[src/rtl/serial_feistel_core.sv]
module serial_feistel_core #(
  parameter int WORD = 64,
  parameter int WIN  = 8,
  parameter int RW   = 8
) (
  input  logic              clk,
  input  logic              rst_n,
  input  logic              en,
  input  logic              start,
  input  logic [2*WORD-1:0] blk_in,
  input  logic              key_bit,
  input  logic [RW-1:0]     rounds,
  output logic              done,
  output logic [2*WORD-1:0] blk_out
);
  localparam int FL = WORD - WIN;
  localparam int CW = $clog2(WORD);
  localparam logic [CW-1:0] WIN_C  = CW'(WIN);
  localparam logic [CW-1:0] LAST_C = CW'(WORD - 1);

  logic [WIN-1:0]  win_up, win_dn;
  logic [FL-1:0]   lchain;
  logic [WORD-1:0] rchain;
  logic            up_old, busy;
  logic [CW-1:0]   bit_cnt;
  logic [RW-1:0]   rnd_cnt, rnd_lim;

  wire [WIN-1:0] old_w = up_old ? win_up : win_dn;
  wire [WIN-1:0] new_w = up_old ? win_dn : win_up;
  wire fbit = rchain[0] ^ old_w[WIN-2] ^ (old_w[WIN-1] & old_w[0]) ^ key_bit;
  wire head = (bit_cnt < WIN_C) ? old_w[0] : new_w[0];
  wire last_rnd = (rnd_cnt + RW'(1)) == rnd_lim;

  assign blk_out = {old_w, lchain, rchain};

  always_ff @(posedge clk) begin
    if (!rst_n) begin
      win_up  <= '0;
      win_dn  <= '0;
      lchain  <= '0;
      rchain  <= '0;
      up_old  <= 1'b1;
      busy    <= 1'b0;
      done    <= 1'b0;
      bit_cnt <= '0;
      rnd_cnt <= '0;
      rnd_lim <= '0;
    end else if (en) begin
      if (start) begin
        win_up  <= blk_in[2*WORD-1 -: WIN];
        lchain  <= blk_in[WORD+FL-1:WORD];
        rchain  <= blk_in[WORD-1:0];
        up_old  <= 1'b1;
        bit_cnt <= '0;
        rnd_cnt <= '0;
        rnd_lim <= rounds;
        busy    <= rounds != '0;
        done    <= rounds == '0;
      end else if (busy) begin
        if (up_old) begin
          win_up <= {lchain[0], win_up[WIN-1:1]};
          win_dn <= {fbit, win_dn[WIN-1:1]};
        end else begin
          win_dn <= {lchain[0], win_dn[WIN-1:1]};
          win_up <= {fbit, win_up[WIN-1:1]};
        end
        lchain  <= {head, lchain[FL-1:1]};
        rchain  <= {lchain[0], rchain[WORD-1:1]};
        bit_cnt <= bit_cnt + CW'(1);
        if (bit_cnt == LAST_C) begin
          up_old  <= ~up_old;
          rnd_cnt <= rnd_cnt + RW'(1);
          if (last_rnd) begin
            busy <= 1'b0;
            done <= 1'b1;
          end
        end
      end
    end
  end

  AST_EN_FREEZE: assert property (@(posedge clk) disable iff (!rst_n)
    !en |=> ($stable(blk_out) && $stable(done) && $stable(bit_cnt) && $stable(rnd_cnt)));
  AST_DONE_NOT_BUSY: assert property (@(posedge clk) disable iff (!rst_n)
    done |-> (!busy && bit_cnt == '0));
  AST_DONE_HOLD: assert property (@(posedge clk) disable iff (!rst_n)
    (done && !(en && start)) |=> (done && $stable(blk_out)));
  AST_START_CLEARS: assert property (@(posedge clk) disable iff (!rst_n)
    (en && start && rounds != '0) |=> (busy && !done));
  AST_ZERO_ROUNDS: assert property (@(posedge clk) disable iff (!rst_n)
    (en && start && rounds == '0) |=> (done && blk_out == $past(blk_in)));
  AST_RIGHT_FEED: assert property (@(posedge clk) disable iff (!rst_n)
    (en && busy && !start) |=> (rchain[WORD-1] == $past(lchain[0])));
endmodule

[config.mk]
export PLATFORM = sky130hd
export DESIGN_NAME = serial_feistel_core
export DESIGN_NICKNAME = d
export VERILOG_FILES = /design/src/rtl/serial_feistel_core.sv
export SDC_FILE = /design/constraint.sdc
export NUM_CORES = 1
export LEC_CHECK = 0
export ABC_AREA = 1
export BUFFER_PORTS_ARGS = -buffer_cell sky130_fd_sc_hd__buf_2
export CORE_MARGIN = 4
export CORE_UTILIZATION = 36
export CTS_BUF_LIST = sky130_fd_sc_hd__clkbuf_4
export DETAILED_ROUTE_END_ITERATION = 6
export SLEW_MARGIN = 40
export SYNTH_ARGS = -nofsm -noshare
export SYNTH_HDL_FRONTEND = slang
export SYNTH_SLANG_ARGS = --single-unit
[constraint.sdc]
create_clock -name clk -period 1.5 [get_ports clk]
set_input_delay 0.3 -clock clk [delete_from_list [all_inputs] [get_ports clk]]
set_output_delay 0.3 -clock clk [all_outputs]
set_load 0.01 [all_outputs]
==> results.sh <==
export IMPL_ant_nets=0
export IMPL_drv_slew=0
export IMPL_antenna_found_initial=1
export IMPL_max_stage_delay_ns=0.41
export IMPL_clk_insertion_delay_late_ns=0.54
export IMPL_post_drt_wl_per_cell_um=15.1
export IMPL_initial_core_util=0.365
export IMPL_cp_max_fo=5
export IMPL_rsz0062_at_grt="yes"
export IMPL_pin_count=270
export IMPL_post_synth_top_area_fraction=0.456
export IMPL_hold_ws_ns=0.0751
export IMPL_cts_buffer_depth=2
export IMPL_synth_area_mm2=0.00707
export IMPL_p_per_area_mw_per_mm2=856
export IMPL_hold_class="input pin to flop"
export IMPL_rows=51
export IMPL_layout_common_cells="324 x nand2_1, 263 x buf_2, 137 x dfxtp_1"
export IMPL_grt_pass1_vias=7857
export IMPL_leakagePower_nw=4.77
export IMPL_synthCells=988
export IMPL_crit_path_top_delay_cell="dfxtp_4"
export IMPL_period_share=1.09
export IMPL_slew_limit_headroom=0.683
export IMPL_first_pass_iters=5
export IMPL_drc=0
export IMPL_yosys_mux_area_fraction=0
export IMPL_cp_cell_sequence="inv_6 -> buf_6 -> nand2_1 -> nand2_1 -> buf_2"
export IMPL_cts_sinks=161
export IMPL_synth_seq_cells=161
export IMPL_fin_setup_tns_ns=-1.06
export IMPL_synth_area_top_cells="dfxtp_1 46%, nand2_1 18%, a31oi_1 11%"
export IMPL_fmax_mhz=611
export IMPL_vdd_drop_max_mv=0.565
export IMPL_yosysUniqueCellTypes=28
export IMPL_drtIter0Drc=372
export IMPL_hold_viol_final=0
export IMPL_via_per_inst=4.98
export IMPL_synth_compound_area_frac=0.244
export IMPL_fin_crit_ns=1.64
export IMPL_coreArea_mm2=0.0194
export IMPL_cts_root_buf="clkbuf_4"
export IMPL_synthSimpleGateAreaFrac=0.226
export IMPL_grt_pass1_wl_mm=39.5
export IMPL_cp_end_kind="output port"
export IMPL_outcome="finished with violations"
export IMPL_fp_dieH_um=148
export IMPL_synth_top_area_cell="dfxtp_1"
export IMPL_cts_tree="done"
export IMPL_grt_use_total=0.217
export IMPL_drt_total_wl_mm=25.0
export IMPL_crit_path_start_kind="flop"
export IMPL_synth_adder_area_share=0.00354
export IMPL_syn_to_final_growth_pct=52.2
export IMPL_globalRouteOverflowTotal=0
export IMPL_synth_xor_area_frac=0.00619
export IMPL_cts_made_buffers=17
export IMPL_routed_via_count=8270
export IMPL_worst_pin_slew_ns=0.475
export IMPL_ys_seq_area_frac=0.456
export IMPL_layout_setup_ws_ns=-0.136
export IMPL_gp_congestion=0.864
export IMPL_yosys_warnings=0
export IMPL_htreeDepth=4
export IMPL_hpwl_mm=16.2
export IMPL_cp_required_ns=1.20
export IMPL_setup_viol=10
export IMPL_grt_max_degree=88
export IMPL_violations="setup timing"
export IMPL_cap_violations=0
export IMPL_fill_cells=1856
export IMPL_cts_clk_slew_worst_paths_ns=0.14
export IMPL_path_class="flop to output port"
export IMPL_syn_num_nets=1131
export IMPL_finalPower_mw=9.22
export IMPL_dieArea_mm2=0.0220
export IMPL_cp_arrival_ns=1.34
export IMPL_drive_gt1_frac=0.300
export IMPL_die_x_um=148
export IMPL_syn_avg_cell_area_um2=7.16
export IMPL_synth_top_family_by_area="compound AO/OA/AOI/OAI gates"
export IMPL_final_common_cell="nand2_1"
export IMPL_fin_worst_skew_ns=0.0354
export IMPL_port_buffers=269
export IMPL_nNetsFinal=1524
export IMPL_crit_path_frequent_cell="nand2_1"
## Yosys cell counts
library cell / n
a21oi_1: 23
a21oi_2: 1
a221oi_1: 2
a31oi_1: 127
buf_1: 2
buf_2: 25
buf_4: 4
buf_6: 2
clkbuf_1: 45
dfxtp_1: 161
ha_1: 2
inv_1: 22
inv_2: 5
nand2_1: 335
nand2_2: 5
nand2_4: 1
nand3_1: 25
nand3b_1: 1
nor2_1: 34
nor2_2: 2
nor2_4: 2
nor4_1: 1
o211ai_1: 1
o21ai_0: 134
o21ai_1: 19
o21bai_1: 2
xnor2_1: 2
xor2_1: 3
## per-layer routing
layer | routed length (µm) | share of wire | vias up | GRT usage
li1 | - | - | 4156 | -
met1 | 10700 | 0.43 | 3758 | 0.279
met2 | 12000 | 0.48 | 305 | 0.354
met3 | 1690 | 0.068 | 51 | 0.0585
met4 | 638 | 0.025 | 0 | 0.0721
met5 | 0 | 0 | - | 0
## where the power goes
| part | total, mW | internal, mW | switching (mW) |
|---|---|---|---|
| logic | 2.03 | 0.977 | 1.05 |
| registers | 4.85 | 4.60 | 0.251 |
| clock network | 2.34 | 0.696 | 1.65 |
## critical path, delay by kind of cell (launching register included)
family / cells / cell delay [ns]
buf+inv: 3 / 0.30
simple gates: 2 / 0.10
flops: 1 / 0.41
## path summary, 6_finish.rpt
path | start | to | slack, ns | cells past startpoint
max | up_old | blk_out[123] | -0.14 | 5
max reg2reg | up_old | win_up[7] | -0.04 | 11
min reg2reg | lchain[35] | lchain[34] | 0.48 | 2
min | rounds[1] | rnd_lim[1] | 0.08 | 3
## kinds of logic (layout without fill, tap and decap cells)
| group | Yosys count | after routing |
|---|---|---|
| flip-flops | 161 | 161 |
| adder cells (fa/ha/maj) | 2 | 2 |
| buffers and inverters | 105 | 511 |
| AO/OA/AOI/OAI | 309 | 309 |
| AND/OR/NAND/NOR | 406 | 406 |
| other | 0 | 1 |
| XOR/XNOR | 5 | 5 |
## layout make-up
type | count | area, µm² | area share
multi-input cells | 722 | 3510 | 0.326
repair buffers | 452 | 3310 | 0.307
flip-flops and latches | 161 | 3260 | 0.303
well taps | 265 | 332 | 0.0308
clock buffers | 18 | 135 | 0.0126
inverters | 27 | 116 | 0.0108
clock inverters | 14 | 105 | 0.00976
diodes | 1 | 2.50 | 0.000232
## state kept, by name, indices dropped and copies added, names as in the netlist
name and flops:
rnd_lim 8, done 1, rchain 64, win_dn 8
rnd_cnt 8, win_up 8, lchain 56, busy 1
bit_cnt 6, up_old 1
## timing repair
| action | 4_1_cts | 5_1_grt |
|---|---|---|
| setup endpoints to repair | 13 | 35 |
| pin swaps | 11 | 17 |
| gates cloned | 0 | 1 |
| gates resized for setup | 30 | 44 |
| hold endpoints to repair | 128 | 0 |
| hold buffers | 128 | 0 |
| setup buffers | 11 | 2 |
## metrics by stage
stage | cells | worst slack, ns | utilization | area (µm²)
floorplan | 988 | 0.00486 | - | 7070
global route | 1660 | -0.263 | 0.555 | 10800
detailed placement | 1487 | -0.123 | 0.459 | 8910
CTS | 1658 | -0.207 | 0.547 | 10600
global placement | 1487 | -0.0724 | 0.459 | 8910
finish | 1660 | -0.136 | 0.555 | 10800
Power figures use the tool's default switching activity.
